<file path="config.mk">
export PLATFORM = sky130hd
export DESIGN_NAME = gate_token_expander
export DESIGN_NICKNAME = d
export VERILOG_FILES = /design/src/rtl/gte_pkg.sv /design/src/rtl/gte_token_decode.sv /design/src/rtl/gte_frame_seq.sv /design/src/rtl/gte_write_stage.sv /design/src/rtl/gate_token_expander.sv
export SDC_FILE = /design/constraint.sdc
export NUM_CORES = 1
export LEC_CHECK = 0
export BUFFER_PORTS_ARGS = -buffer_cell sky130_fd_sc_hd__buf_2
export CAP_MARGIN = 20
export CORE_ASPECT_RATIO = 1.25
export CORE_UTILIZATION = 23
export DETAILED_ROUTE_END_ITERATION = 7
export GPL_TIMING_DRIVEN = 1
export PLACE_DENSITY_LB_ADDON = 0.3
export SYNTH_ARGS = -nofsm -noshare
export SYNTH_HDL_FRONTEND = slang
export SYNTH_SLANG_ARGS = --single-unit
</file>
<file path="constraint.sdc">
create_clock -name clk -period 1.5 [get_ports clk]
set_input_delay 0.225 -clock clk [delete_from_list [all_inputs] [get_ports clk]]
set_output_delay 0.225 -clock clk [all_outputs]
set_load 0.05 [all_outputs]
</file>
<file path="src/rtl/gte_pkg.sv">
package gte_pkg;
  localparam int TOK_W   = 2;
  localparam int GROUP_W = 4;

  typedef logic [TOK_W-1:0]   tok_t;
  typedef logic [GROUP_W-1:0] group_t;

  localparam tok_t   CODE_OUTER = 2'b10;
  localparam tok_t   CODE_INNER = 2'b01;
  localparam group_t PAT_OUTER  = 4'b1001;
  localparam group_t PAT_INNER  = 4'b0110;

  // Whether group bit k is an outer position (first or last).
  function automatic logic is_outer(input int k);
    return (k == 0) || (k == GROUP_W - 1);
  endfunction
endpackage

</file>
<file path="src/rtl/gte_token_decode.sv">
module gte_token_decode
  import gte_pkg::*;
(
  input  tok_t   tok,
  output group_t pattern,
  output logic   illegal
);
  logic hit_outer;
  logic hit_inner;

  assign hit_outer = (tok == CODE_OUTER);
  assign hit_inner = (tok == CODE_INNER);
  assign illegal   = !(hit_outer || hit_inner);

  for (genvar k = 0; k < GROUP_W; k++) begin : g_bit
    if (is_outer(k)) begin : g_outer
      assign pattern[k] = hit_outer;
    end else begin : g_inner
      assign pattern[k] = hit_inner;
    end
  end
endmodule

</file>
<file path="src/rtl/gte_frame_seq.sv">
module gte_frame_seq #(
  parameter int TOKENS = 3000,
  parameter int CNT_W  = $clog2(TOKENS)
) (
  input  logic             clk,
  input  logic             rst,
  input  logic             frame_start,
  input  logic             tok_valid,
  output logic             tok_ready,
  output logic             accept,
  output logic [CNT_W-1:0] idx,
  output logic             frame_done
);
  localparam logic [CNT_W-1:0] LAST = CNT_W'(TOKENS - 1);

  logic             run_q;
  logic [CNT_W-1:0] idx_q;
  logic             done_q;

  assign tok_ready  = run_q && !frame_start;
  assign accept     = tok_ready && tok_valid;
  assign idx        = idx_q;
  assign frame_done = done_q;

  always_ff @(posedge clk) begin
    if (rst) begin
      run_q  <= 1'b0;
      idx_q  <= '0;
      done_q <= 1'b0;
    end else if (frame_start) begin
      run_q  <= 1'b1;
      idx_q  <= '0;
      done_q <= 1'b0;
    end else if (accept) begin
      if (idx_q == LAST) begin
        run_q  <= 1'b0;
        done_q <= 1'b1;
      end else begin
        idx_q <= idx_q + 1'b1;
      end
    end
  end

  AST_INDEX_STEP: assert property (@(posedge clk) disable iff (rst)
    accept && idx_q != LAST |=> idx_q == CNT_W'($past(idx_q) + 1'b1));
  AST_DONE_BLOCKS_READY: assert property (@(posedge clk) disable iff (rst)
    done_q |-> !tok_ready);
  AST_START_CLEARS: assert property (@(posedge clk) disable iff (rst)
    frame_start |=> idx_q == '0 && !done_q && run_q);
endmodule

</file>
<file path="src/rtl/gte_write_stage.sv">
module gte_write_stage
  import gte_pkg::*;
#(
  parameter int CNT_W  = 12,
  parameter int ADDR_W = 14
) (
  input  logic              clk,
  input  logic              rst,
  input  logic              frame_start,
  input  logic              accept,
  input  logic [CNT_W-1:0]  idx,
  input  group_t            pattern,
  input  logic              illegal,
  output logic              wr_en,
  output logic [ADDR_W-1:0] wr_addr,
  output group_t            wr_data,
  output logic              tok_error
);
  localparam int SHIFT = $clog2(GROUP_W);

  always_ff @(posedge clk) begin
    if (rst) begin
      wr_en     <= 1'b0;
      wr_addr   <= '0;
      wr_data   <= '0;
      tok_error <= 1'b0;
    end else begin
      wr_en <= accept;
      if (accept) begin
        wr_addr <= ADDR_W'(idx) << SHIFT;
        wr_data <= pattern;
      end
      if (frame_start)
        tok_error <= 1'b0;
      else if (accept && illegal)
        tok_error <= 1'b1;
    end
  end

  AST_PATTERN_LEGAL: assert property (@(posedge clk) disable iff (rst)
    wr_en |-> (wr_data == '0 || wr_data == PAT_OUTER || wr_data == PAT_INNER));
  AST_ERROR_ZERO_WRITE: assert property (@(posedge clk) disable iff (rst)
    $rose(tok_error) |-> wr_en && wr_data == '0);
  AST_WRITE_FOLLOWS_ACCEPT: assert property (@(posedge clk) disable iff (rst)
    accept |=> wr_en);
endmodule

</file>
<file path="src/rtl/gate_token_expander.sv">
module gate_token_expander
  import gte_pkg::*;
#(
  parameter int CANVAS_BITS = 12000,
  parameter int TOKENS      = CANVAS_BITS / GROUP_W,
  parameter int ADDR_W      = $clog2(CANVAS_BITS),
  parameter int CNT_W       = $clog2(TOKENS)
) (
  input  logic              clk,
  input  logic              rst,
  input  logic              frame_start,
  input  logic              tok_valid,
  input  logic [1:0]        tok_data,
  output logic              tok_ready,
  output logic              wr_en,
  output logic [ADDR_W-1:0] wr_addr,
  output logic [3:0]        wr_data,
  output logic              frame_done,
  output logic              tok_error
);
  logic             accept;
  logic [CNT_W-1:0] idx;
  group_t           pattern;
  logic             illegal;

  gte_token_decode u_decode (
    .tok     (tok_data),
    .pattern (pattern),
    .illegal (illegal)
  );

  gte_frame_seq #(.TOKENS(TOKENS), .CNT_W(CNT_W)) u_seq (
    .clk         (clk),
    .rst         (rst),
    .frame_start (frame_start),
    .tok_valid   (tok_valid),
    .tok_ready   (tok_ready),
    .accept      (accept),
    .idx         (idx),
    .frame_done  (frame_done)
  );

  gte_write_stage #(.CNT_W(CNT_W), .ADDR_W(ADDR_W)) u_write (
    .clk         (clk),
    .rst         (rst),
    .frame_start (frame_start),
    .accept      (accept),
    .idx         (idx),
    .pattern     (pattern),
    .illegal     (illegal),
    .wr_en       (wr_en),
    .wr_addr     (wr_addr),
    .wr_data     (wr_data),
    .tok_error   (tok_error)
  );

  AST_ADDR_IN_CANVAS: assert property (@(posedge clk) disable iff (rst)
    wr_en |-> int'(wr_addr) <= CANVAS_BITS - GROUP_W);
  AST_NO_WRITE_WHEN_IDLE: assert property (@(posedge clk) disable iff (rst)
    tok_valid && !tok_ready |=> !wr_en);
endmodule

</file>
Word-level counts from Yosys, hierarchy flattened:

Cells that the tools add are included.
Widths: inputs -> output; s select.

* bits in registers: 32
* input port bits: 6
* output and inout bits: 22
* logic and storage cells: 27

* add/sub/neg operators: 1
* eq/ne operators: 3
* mux-type cells: 3
* bitwise operators: 1
* reduce and logical (&&, ||, !) cells: 12

Operators with widths (count)
* $add 12x1->12 const B: 1
* $eq 12x12->1 const B: 1
* $reduce_and 2->1: 3
* $reduce_bool 2->1: 2
* $logic_and 1x1->1: 3
* $mux 1: 3
* $eq 2x1->1 const B: 1
* $eq 2x2->1 const B: 1
* $logic_not 1->1: 2
* $reduce_or 2->1: 1
* $logic_or 1x1->1: 1
* $not 1->1: 1

Longest topological paths before layout:

Gate-level depths: netlist (run 1).

* word-level depth: 5
* mapped depth: 5
* gate-level depth less buffers: 5

Modules after synthesis:

Synthesis (run 1) repeated with hierarchy kept, for this count alone.

* cells, all modules: 143
* area total of the unflattened synthesis: 1442.6 µm²

By module, submodules not included
* gte_frame_seq: times used 1, cells each 75, area an instance 718.2 µm², sequential area each 280.3 µm²
* gte_write_stage: times used 1, cells each 60, area an instance 661.9 µm², sequential area each 360.3 µm²
* gte_token_decode: times used 1, cells each 8, area an instance 62.6 µm², sequential area each 0.0 µm²

Least setup slack after synthesis (run 1):

Ideal clock, no wire load.

* path type: reg-to-reg
* start point: register u_seq.idx_q[0], in the netlist u_seq.idx[0]
* end point: register u_seq.idx_q[1], in the netlist u_seq.idx[1]
* setup time: 0.118 ns
* data arrival time: 1.392 ns
* required time: 1.382 ns
* setup slack: -0.011 ns
* cell stages (with the launch flop): 6
* path buffers: 0
* period minus slack after synthesis: 1.511 ns
* cell sequence: dfxtp_1 > ha_1 > nand4_2 > o31ai_4 > mux2i_1 > nor2_1

* word-level cells in the longest chain between the ends: 3
* elaborated cells on any way between the ends: 4
* classes of those cells: add/sub: 1; eq/ne: 1; bitwise: 1; reduce/logical: 1

Ends and longest elaborated chain
* start: declaration: RTL line gte_frame_seq.sv:17 `logic [CNT_W-1:0] idx_q;`
* start signal: assignment: RTL line gte_frame_seq.sv:39 `idx_q <= idx_q + 1'b1;`
* parallel branches: the longest is 3 deep, another holds $add 12x1->12

Parallel ways; which one is timed is not known.
A chain may end at the register's enable or synchronous reset.

Worst setup path after layout (run 1):

* start point: register u_seq.idx_q[1], in the netlist u_seq.idx[1]
* end point: register u_seq.idx_q[1], in the netlist u_seq.idx[1]

The elaborated chain is that of the path after synthesis.

==> metrics.md, run 1 <==
| Metric | Value |
|---|---|
| Min-Delay Startpoint | tok_valid |
| DP Wirelength | 2160 um |
| Post-route worst setup slack | 0.0413 ns |
| Ys flop type | dfxtp_1 |
| Final Cycle Share | 97.2% |
| I/O pin count | 28 |
| Drt drc | 0 |
| 1st-iter DRT viols | 44 |
| DR vias | 1116 |
| Die area | 6090 um^2 |
| Outcome | complete, no violations |
| Final GP Congestion | 0.757 |
| Number of distinct standard cells referenced by the synthesized netlist | 32 |
| CTS Sinks | 30 |
| Worst R2R End | u_seq.idx[1] |
| Tot Pwr | between 1500 and 2000 uW |
| Layout cells sized above 1 | 32.1% |
| Fin util | 30.7% |
| Critical path type | flip-flop to flip-flop |
| Top cell family by delay on the critical path | flip-flops |
| Met2 WL | between 1000 and 1500 um |
| Register-to-register setup slack | 0.04 ns |
| Final setup vio count | 0 |
| Nets@finish | 197 |
| Post-synth EDFFs | 0 |
| Non-Filler Instances | 251 |
| Total number of H-tree levels | 2 |
| Number of synthesis warnings | 0 |
| Worst path max stage delay | 0.36 ns |
| Crit path required time | 1.66 ns |
| WL met3 | 114 um |
| CP Max Fanout | 4 |
| Layout area overhead | 27.5% |
| Pre-Repair DR Iteration Count | 4 |
| Worst-path clk slew | 0.06 ns |
| Seq/Total Area, Yosys | 45.2% |
| Peak VDD IR | between 0.0003 and 0.0004 V |
| # hold bufs at CTS | 0 |
| PortBufs | 25 |
| #FFs+latches synth | 30 |
| Setup bufs post-CTS | 0 |
| Max Cap Viol | 0 |
| Pleak | 0.000713 uW |
| Die Span Y | 87.0 um |
| Final wirelength | about 2900 um |
| Vias in the first global route | between 1000 and 1500 |
| Critical path cell sequence | ha_4 -> nand4_4 -> o31ai_4 -> buf_6 -> mux2i_1 -> nor2_1 |
| Via density | 4.45 |
| RSZ-0062 raised after global routing | true |
| Dpl ws | 0.00874 ns |
| Die W | between 70 and 80 um |
| Initial antenna violation count | 0 |
| Final min period | ~1.5 ns |
| Clk_lat worst skew | 0.28 ns |
| Root Buffer | clkbuf_8 |
| Mean Syn Cell Area | approximately 8.8 um^2 |
| Initial Utilization | about a quarter |
| Grt ovf | 0 |
| Dpl cell area | 1580 um^2 |
| Hold Fails Final Rpt | 0 |
| Met1 WL | 1310 um |
| Worst Setup End Kind | flip-flop |
| Clock Tree Buf Depth | 2 |
| Clock buffer count from CTS | 5 |
| Average wire per standard cell | ~12 um |
| N_diodes | 0 |
| Startpoint types | flip-flop |
| Slowest cell on crit path | dfxtp_2 |
| Layout Skew | 0.00391 ns |
| First-pass GRT wire length | 4860 um |
| Critical R2R Launch | u_seq.idx[1] |
| FP Rows | 30 |
| F_max | 0.686 GHz |
| Most frequent cells in the layout | nand2_1, dfxtp_1, buf_2, a21oi_1, buf_4 |
| WHS Endpoint | u_seq.run_q |
| Inst Count DP | ~250 |
| Cells on worst reg2reg path | 6 |
| Post-route ant nets | 0 |
| Ys async rst share | 0% |
| Post-Syn Area | 1330 um^2 |
| Slew Viols, Final | 0 |
| Pwr dens | 905 nW/um^2 |
| Hold depth | 2 |
| Placeable Area | about 5500 um^2 |
| Post-synthesis cell count | 152 |
| WP buf/inv | 1 |
| Leading cell type in the layout, fill and taps excluded | nand2_1 |
| Highest routed layer | met4 |
| WP data arrival | about 1.6 ns |
| All-Layer GR Usage | between 10% and 20% |
| Fin area | 1700 um^2 |
| Worst min path class | input pin to flip-flop |
| CTS tree | yes |
| Largest net degree at the start of global routing | 17 |
registers in the layout, indices dropped and copies added, names as in the netlist:
name,flops
u_seq.frame_done,1
u_seq.idx,12
u_seq.run_q,1
u_write.tok_error,1
u_write.wr_addr,12
u_write.wr_data,2
u_write.wr_en,1
final cells by class:
| cell class | count | area [um^2] |
|---|---|---|
| clock buffers | 6 | 82.6 |
| multi-input cells | 105 | 662 |
| well taps | 64 | 80.1 |
| repair buffers | 41 | 249 |
| inverters | 5 | 18.8 |
| fillers | 596 | 3820 |
| flip-flops and latches | 30 | 603 |
Yosys cell counts, types with 2 or more instances:
cell type	count	area [um^2]
a21oi_1	18	90.1
buf_2	4	20.0
buf_4	5	37.5
clkbuf_1	3	11.3
dfxtp_1	30	601
ha_1	3	37.5
inv_1	5	18.8
nand2_1	31	116
nand3_1	3	15.0
nand4_1	3	18.8
nor2_1	14	52.6
nor3_1	3	15.0
nor4_1	4	25.0
xnor2_1	7	61.3
xor2_1	2	17.5
logic make-up after synthesis:
family / count (synthesis) / synth area share [%]
AND/OR/NAND/NOR: 67 / 26.3
flip-flops: 30 / 45.2
AO/OA/AOI/OAI: 23 / 11.3
buffers and inverters: 18 / 7.43
XOR/XNOR: 9 / 5.93
adder cells (fa/ha/maj): 3 / 2.82
other: 1 / 0.282
multiplexers: 1 / 0.753
how the worst max path moves through the flow:
| stage | start | endpoint | slack, ns | cells past startpoint |
|---|---|---|---|---|
| 6_report | u_seq.idx[1] | u_seq.idx[1] | 0.04 | 6 |
| 2_1_floorplan | u_seq.idx[0] | u_seq.idx[10] | 0.04 | 5 |
| 3_3_place_gp | u_seq.idx[11] | u_seq.idx[1] | 0.03 | 5 |
| 3_5_place_dp | u_seq.idx[0] | u_seq.idx[10] | 0.009 | 5 |
| 5_1_grt | u_seq.idx[1] | u_seq.idx[1] | -0.04 | 6 |
| 4_1_cts | u_seq.idx[0] | u_seq.idx[10] | 0.002 | 5 |
stage by stage:
| stage | hold WS (ns) | setup TNS [ns] |
|---|---|---|
| after floorplan | 0.340 | 0 |
| after global placement | 0.444 | 0 |
| after detailed placement | 0.446 | 0 |
| after CTS | 0.203 | 0 |
| after global routing | 0.210 | -0.0438 |
| final | 0.204 | 0 |
power breakdown:
part / switching (uW) / internal [uW]
registers: 3.92 / 801
clock network: 281 / 353
logic: 66.9 / 27.8
total: 352 / 1180
layer usage:
metal | up-vias | global-route usage, %
met2 | 22 | 17.0
li1 | 568 | -
met5 | - | 0
met1 | 521 | 11.9
met4 | 0 | 5.45
met3 | 5 | 3.01
timing repair:
item / CTS / global route
endpoints found under the setup margin: 0 / 6
hold endpoints to repair: 0 / 0
resized for setup: 0 / 7
No activity file was read; power rests on OpenSTA's default activity.
==> run 2, diff against run 1 <==
--- a/config.mk
+++ b/config.mk
@@ -5,13 +5,14 @@
 export SDC_FILE = /design/constraint.sdc
 export NUM_CORES = 1
 export LEC_CHECK = 0
+export ABC_AREA = 1
 export BUFFER_PORTS_ARGS = -buffer_cell sky130_fd_sc_hd__buf_2
 export CAP_MARGIN = 20
 export CORE_ASPECT_RATIO = 1.25
 export CORE_UTILIZATION = 23
 export DETAILED_ROUTE_END_ITERATION = 7
 export GPL_TIMING_DRIVEN = 1
-export PLACE_DENSITY_LB_ADDON = 0.3
+export PLACE_DENSITY = 0.48
 export SYNTH_ARGS = -nofsm -noshare
 export SYNTH_HDL_FRONTEND = slang
 export SYNTH_SLANG_ARGS = --single-unit
==> metrics.md, run 2 <==
| Metric | Value |
|---|---|
| Ys async rst share | 0% (unchanged) |
| Outcome | complete, no violations (unchanged) |
| Hold Fails Final Rpt | 0 (unchanged) |
| Pleak | 0.000732 uW (was 0.000713 uW) |
| Pre-Repair DR Iteration Count | 4 (unchanged) |
| Root Buffer | clkbuf_8 (unchanged) |
| Dpl ws | 0.0687 ns (was 0.00874 ns) |
| Sequential power share | 52.4% (was 52.5%) |
| Number of distinct standard cells referenced by the synthesized netlist | 22 (was 32) |
| Most numerous cell in the Yosys netlist | nand2_1 (unchanged) |
| Clock Tree Buf Depth | 2 (unchanged) |
| Largest family of logic cells by synthesized area | simple AND/OR/NAND/NOR gates (unchanged) |
| Vias in the first global route | 1158 (was 1071) |
| Synth top area share | 42.7% (was 45.2%) |
| F_max | 0.727 GHz (was 0.686 GHz) |
| DP Wirelength | 2390 um (was 2160 um) |
| Post-route worst setup slack | 0.125 ns (was 0.0413 ns) |
| Cells on worst reg2reg path | 8 (was 6) |
| Number of fillers in the final layout | 629 (was 596) |
| Dpl cell area | 1670 um^2 (was 1580 um^2) |
| Die area | 6430 um^2 (was 6090 um^2) |
| WP data arrival | 1.52 ns (was 1.62 ns) |
| Non-Filler Instances | 312 (was 251) |
| Largest net degree at the start of global routing | 18 (was 17) |
| Total number of H-tree levels | 2 (unchanged) |
| Worst-path clk slew | 0.06 ns (about the same) |
| Post-Syn Area | 1410 um^2 (was 1330 um^2) |
| Share of total power in the clock network | 41.4% (was 41.3%) |
| Critical R2R Launch | u_seq.idx[1] (unchanged) |
| RSZ-0062 raised after global routing | false (was true) |
| Net Sw Frac | 23.2% (was 22.9%) |
| Initial antenna violation count | 0 (unchanged) |
| Average wire per standard cell | 9.94 um (was 11.7 um) |
| Min-Delay Startpoint | frame_start (was tok_valid) |
| Crit path required time | 1.65 ns (was 1.66 ns) |
| Final setup vio count | 0 (unchanged) |
| Register-to-register setup slack | 0.12 ns (was 0.04 ns) |
| Post-synth EDFFs | 0 (unchanged) |
| Ranking of synthesized cells by area | dfxtp_1, nand2_1, a21oi_1 (unchanged) |
| Max Cap Viol | 0 (unchanged) |
| Via density | 4.00 (was 4.45) |
| Pint | 1180 uW (about the same) |
| DR vias | 1247 (was 1116) |
| # hold bufs at CTS | 0 (unchanged) |
| Die Span Y | 89.4 um (was 87.0 um) |
| Post-synth top cells | nand2_1, dfxtp_1, a21oi_1, nor2_1, inv_1 (was nand2_1, dfxtp_1, a21oi_1) |
| Clk_lat worst skew | 0.28 ns (about the same) |
| Final GP Congestion | 0.849 (was 0.757) |
| Final Cycle Share | 91.7% (was 97.2%) |
| Post-synthesis cell count | 197 (was 152) |
| Switch Pwr | 356 uW (was 352 uW) |
| Final min period | 1.38 ns (was 1.46 ns) |
| Seq/Total Area, Yosys | 42.7% (was 45.2%) |
| Post-route ant nets | 0 (unchanged) |
| Ys flop type | dfxtp_1 (unchanged) |
| Initial Utilization | 24.0% (was 24.1%) |
| TNS Setup | 0 ns (unchanged) |
| Peak VDD IR | 0.000294 V (was 0.000311 V) |
| Hold depth | 3 (was 2) |
| CTS tree | yes (unchanged) |
| CTS Sinks | 30 (unchanged) |
| Layout area overhead | 24.6% (was 27.5%) |
| All-Layer GR Usage | 10.7% (was 10.3%) |
| Slew Viols, Final | 0 (unchanged) |
| Pwr dens | 876 nW/um^2 (was 905 nW/um^2) |
| Final wirelength | 3100 um (was 2950 um) |
| Resize count post-CTS | 0 (unchanged) |
| Worst Setup End Kind | flip-flop (unchanged) |
| CP Max Fanout | 9 (was 4) |
| First-pass GRT wire length | 5300 um (was 4860 um) |
| Synth Area in Simple Gates | 33.4% (was 26.3%) |
| Post-Synth Adder-Cell Area | 2.67% (was 2.82%) |
| Worst min path class | input pin to flip-flop (unchanged) |
| I/O pin count | 28 (unchanged) |
| Mean Syn Cell Area | 7.13 um^2 (was 8.75 um^2) |
| Leading cell type in the layout, fill and taps excluded | nand2_1 (unchanged) |
| Most frequent cells in the layout | nand2_1, dfxtp_1, buf_2, a21oi_1, nor2_1 (was nand2_1, dfxtp_1, buf_2, a21oi_1, buf_4) |
| PortBufs | 25 (unchanged) |
| N_diodes | 0 (unchanged) |
| Crit path launch | u_seq.idx[1] (unchanged) |
| Placeable Area | 5860 um^2 (was 5520 um^2) |
| Number of synthesis warnings | 0 (unchanged) |
| Nets@finish | 240 (was 197) |
| WHS Endpoint | u_seq.run_q (unchanged) |
| Critical path type | flip-flop to flip-flop (unchanged) |
| Setup bufs post-CTS | 0 (unchanged) |
| Inst Count DP | 306 (was 245) |
| #FFs+latches synth | 30 (unchanged) |
| Layout cells sized above 1 | 24.3% (was 32.1%) |
| Fin area | 1750 um^2 (was 1700 um^2) |
| 1st-iter DRT viols | 65 (was 44) |
| Startpoint types | flip-flop (unchanged) |
| Synth Area in Compound Gates | 8.64% (was 11.3%) |
| Layout Skew | 0.00393 ns (was 0.00391 ns) |
| Post-Synth XOR/XNOR Area | 2.49% (was 5.93%) |
| Drt drc | 0 (unchanged) |
| Clock buffer count from CTS | 5 (unchanged) |
| Combinational power share | 6.2% (about the same) |
| Leading area contributor after synthesis | dfxtp_1 (unchanged) |
| Die W | 71.9 um (was 70.0 um) |
| Post-synthesis mux area share | 0% (was 0.753%) |
| Worst R2R End | u_seq.idx[10] (was u_seq.idx[1]) |
| FP Rows | 31 (was 30) |
| Grt ovf | 0 (unchanged) |
## run 2: cell types whose count changed after synthesis, moves of 4 or more
cell	previous run	this run
nand2_1	31	61
nor4_1	4	0
nor2_1	14	21
xnor2_1	7	0
nand3_1	3	7
inv_1	5	18
## run 2: cells by family (layout without fill, tap and decap cells)
family / after synthesis / after routing
buffers and inverters: 30 / 62
adder cells (fa/ha/maj): 3 / 3
other: 1 / 2
XOR/XNOR: 4 / 4
AO/OA/AOI/OAI: 24 / 24
flip-flops: 30 / 30
AND/OR/NAND/NOR: 105 / 105
## run 2: routing by layer
layer | up-vias | GRT usage (%) | wire, um
met2 | 24 | 20.1 | 1600
met4 | 0 | 4.99 | 65
met5 | - | 0 | 0
li1 | 675 | - | -
met3 | 5 | 2.03 | 85
met1 | 543 | 11.5 | 1350
## run 2: how the worst max path moves through the flow
stage	endpoint	slack (ns)
floorplan	u_seq.idx[7]	0.12
global placement	u_seq.run_q	0.1
detailed placement	u_seq.run_q	0.07
CTS	u_seq.run_q	0.06
global route	u_seq.idx[3]	0.003
finish	u_seq.idx[10]	0.12
## run 2: cell type report
type                    instances  area, um^2  share of cell area (%)
clock buffers                   6        82.6                    4.72
flip-flops and latches         30         601                    34.3
inverters                      20        76.3                    4.36
multi-input cells             138         681                    38.9
repair buffers                 36         208                    11.9
well taps                      82         103                    5.86
## run 2: power groups by stage
| stage | combinational (uW) | sequential, uW | clock [uW] |
|---|---|---|---|
| 6_report | 95.0 | 803 | 635 |
| 5_1_grt | 105 | 803 | 698 |
| 4_1_cts | 96.8 | 803 | 663 |
| 3_5_place_dp | 96.6 | 821 | 0 |
| 3_3_place_gp | 96.7 | 821 | 0 |
| 2_1_floorplan | 67.3 | 829 | 0 |
## run 2: per-stage QoR
stage	util (%)	power, uW	hold slack (ns)
floorplan	-	896	0.346
global placement	28.4	918	0.440
detailed placement	28.4	918	0.443
CTS	29.8	1560	0.220
global route	29.9	1610	0.230
finish	29.9	1530	0.224
## run 2: critical path, stage by stage (launching register included)
cell and delay [ns]:
dfxtp_1 0.34, ha_1 0.21, nand2_1 0.08, nor2_2 0.13, nand3_4 0.14, nand2_4 0.13
inv_2 0.09, nand2_1 0.08, a21oi_1 0.05
==> run 3, diff against run 2 <==
--- a/config.mk
+++ b/config.mk
@@ -12,7 +12,7 @@
 export CORE_UTILIZATION = 23
 export DETAILED_ROUTE_END_ITERATION = 7
 export GPL_TIMING_DRIVEN = 1
-export PLACE_DENSITY = 0.48
+export PLACE_DENSITY = 0.47
 export SYNTH_ARGS = -nofsm -noshare
 export SYNTH_HDL_FRONTEND = slang
 export SYNTH_SLANG_ARGS = --single-unit
==> constraint.sdc (replaced) <==
create_clock -name clk -period 1.8 [get_ports clk]
set_input_delay 0.27 -clock clk [delete_from_list [all_inputs] [get_ports clk]]
set_output_delay 0.27 -clock clk [all_outputs]
set_load 0.05 [all_outputs]
==> metrics.md, run 3 (same netlist as run 2, synthesis figures left out) <==
| Metric | Value |
|---|---|
| Post-route ant nets | 0 (unchanged) |
| Fin area | 1720 um^2 (was 1750 um^2) |
| PortBufs | 25 (unchanged) |
| Slowest cell on crit path | dfxtp_1 (unchanged) |
| All-Layer GR Usage | 10.4% (was 10.7%) |
| Final wirelength | 3040 um (was 3100 um) |
| F_max | 0.668 GHz (was 0.727 GHz) |
| RSZ-0062 raised after global routing | false (unchanged) |
| N_diodes | 0 (unchanged) |
| Hold Fails Final Rpt | 0 (unchanged) |
| Top cell family by delay on the critical path | simple AND/OR/NAND/NOR gates (unchanged) |
| Initial Utilization | 24.0% (unchanged) |
| Final min period | 1.50 ns (was 1.38 ns) |
| WP data arrival | 1.65 ns (was 1.52 ns) |
| Inst Count DP | 300 (was 306) |
| Hold depth | 3 (unchanged) |
| Fin util | 29.4% (was 29.9%) |
| Die area | 6430 um^2 (unchanged) |
| Worst path max stage delay | 0.41 ns (was 0.34 ns) |
| Largest net degree at the start of global routing | 17 (was 18) |
| Die W | 71.9 um (unchanged) |
| Final GP Congestion | 0.826 (was 0.849) |
| Startpoint types | flip-flop (unchanged) |
| Layout cells sized above 1 | 22.6% (was 24.3%) |
| Total number of H-tree levels | 2 (unchanged) |
| Placeable Area | 5860 um^2 (unchanged) |
| Cells on worst reg2reg path | 8 (unchanged) |
| Average wire per standard cell | 9.85 um (was 9.94 um) |
| Outcome | complete, no violations (unchanged) |
| 1st-iter DRT viols | 54 (was 65) |
| TNS Setup | 0 ns (unchanged) |
| Critical path cell sequence | ha_1 -> nand2_1 -> nor2_1 -> nand3_4 -> nand2_4 -> inv_2 -> nand2_1 -> a21oi_1 (was ha_1 -> nand2_1 -> nor2_2 -> nand3_4 -> nand2_4 -> inv_2 -> nand2_1 -> a21oi_1) |
| FP Rows | 31 (unchanged) |
| Crit path required time | 1.95 ns (was 1.65 ns) |
| Worst Setup End Kind | flip-flop (unchanged) |
| Slew Viols, Final | 0 (unchanged) |
| Initial antenna violation count | 0 (unchanged) |
| Max Cap Viol | 0 (unchanged) |
| Pwr dens | 818 nW/um^2 (was 876 nW/um^2) |
| Final setup vio count | 0 (unchanged) |
| Worst-path clk slew | 0.07 ns (was 0.06 ns) |
| Drt drc | 0 (unchanged) |
| Via density | 3.95 (was 4.00) |
| CP most frequent cell | nand2_1 (unchanged) |
| Clock buffer count from CTS | 5 (unchanged) |
| Non-Filler Instances | 308 (was 312) |
| CP Max Fanout | 9 (unchanged) |
| Critical path type | flip-flop to flip-flop (unchanged) |
| Register-to-register setup slack | 0.30 ns (was 0.12 ns) |
| Clock Tree Buf Depth | 2 (unchanged) |
| Leading cell type in the layout, fill and taps excluded | nand2_1 (unchanged) |
| I/O pin count | 28 (unchanged) |
| Die Span Y | 89.4 um (unchanged) |
| Final Cycle Share | 83.1% (was 91.7%) |
| Worst min path class | input pin to flip-flop (unchanged) |
| Grt ovf | 0 (unchanged) |
| Most frequent cells in the layout | nand2_1, dfxtp_1, buf_2, a21oi_1, nor2_1 (unchanged) |
| Pre-Repair DR Iteration Count | 4 (unchanged) |
| First-pass GRT wire length | 5030 um (was 5300 um) |
| DR vias | 1218 (was 1247) |
| CTS Sinks | 30 (unchanged) |
| Hold slack final | 0.243 ns (was 0.224 ns) |
| Layout Skew | 0.00759 ns (was 0.00393 ns) |
| Dpl cell area | 1620 um^2 (was 1670 um^2) |
| Clk_lat worst skew | 0.28 ns (about the same) |
| WHS Endpoint | u_seq.run_q (unchanged) |
| Worst R2R End | u_seq.idx[6] (was u_seq.idx[10]) |
| Resize count post-CTS | 0 (unchanged) |
| Vias in the first global route | 1123 (was 1158) |
| Pleak | 0.000714 uW (was 0.000732 uW) |
| Setup bufs post-CTS | 0 (unchanged) |
| Nets@finish | 234 (was 240) |
| Critical R2R Launch | u_seq.idx[0] (was u_seq.idx[1]) |
| CTS tree | yes (unchanged) |
| WP buf/inv | 1 (unchanged) |
| Min-Delay Startpoint | frame_start (unchanged) |
| DP Wirelength | 2250 um (was 2390 um) |
| Root Buffer | clkbuf_8 (unchanged) |
| # hold bufs at CTS | 0 (unchanged) |
| Layout area overhead | 22.7% (was 24.6%) |
| Peak VDD IR | 0.000257 V (was 0.000294 V) |
run 3: final cells by class:
class	instances	area (um^2)
Inverter	20	76.3
Sequential cell	30	601
Timing Repair Buffer	30	163
Clock buffer	5	68.8
Tap cell	82	103
Fill cell	654	4130
Multi-Input combinational cell	138	673
Clock inverter	3	40.0
run 3: layer usage:
metal / vias to the layer above / track usage, % / routed length [um]
met2: 27 / 17.7 / 1490
li1: 663 / - / -
met4: 0 / 7.31 / 93
met1: 521 / 11.5 / 1370
met5: - / 0 / 0
met3: 7 / 2.48 / 77
run 3: tightest hold or removal path, stage by stage:
cell    delay (ns)
buf_2         0.11
nor2_1        0.04
nor2_1        0.06
run 3: worst max-delay path by stage:
stage,startpoint,endpoint,slack (ns),cells past startpoint
final,u_seq.idx[0],u_seq.idx[6],0.30,8
after global routing,u_seq.idx[0],u_seq.idx[1],0.09,8
after CTS,u_seq.idx[0],u_seq.run_q,0.29,8
after detailed placement,u_seq.idx[0],u_seq.run_q,0.30,8
after global placement,u_seq.idx[0],u_seq.run_q,0.32,8
after floorplan,u_seq.run_q,u_seq.idx[7],0.21,8
run 3: power breakdown:
| part | switching (uW) | internal (uW) |
|---|---|---|
| combinational | 58.0 | 17.9 |
| sequential | 2.14 | 668 |
| clock | 258 | 407 |
| total | 318 | 1090 |
run 3: stage by stage:
step	worst slack (ns)	total power, uW
floorplan	0.211	745
global placement	0.317	762
detailed placement	0.300	762
CTS	0.286	1440
global route	0.0938	1470
finish	0.304	1410
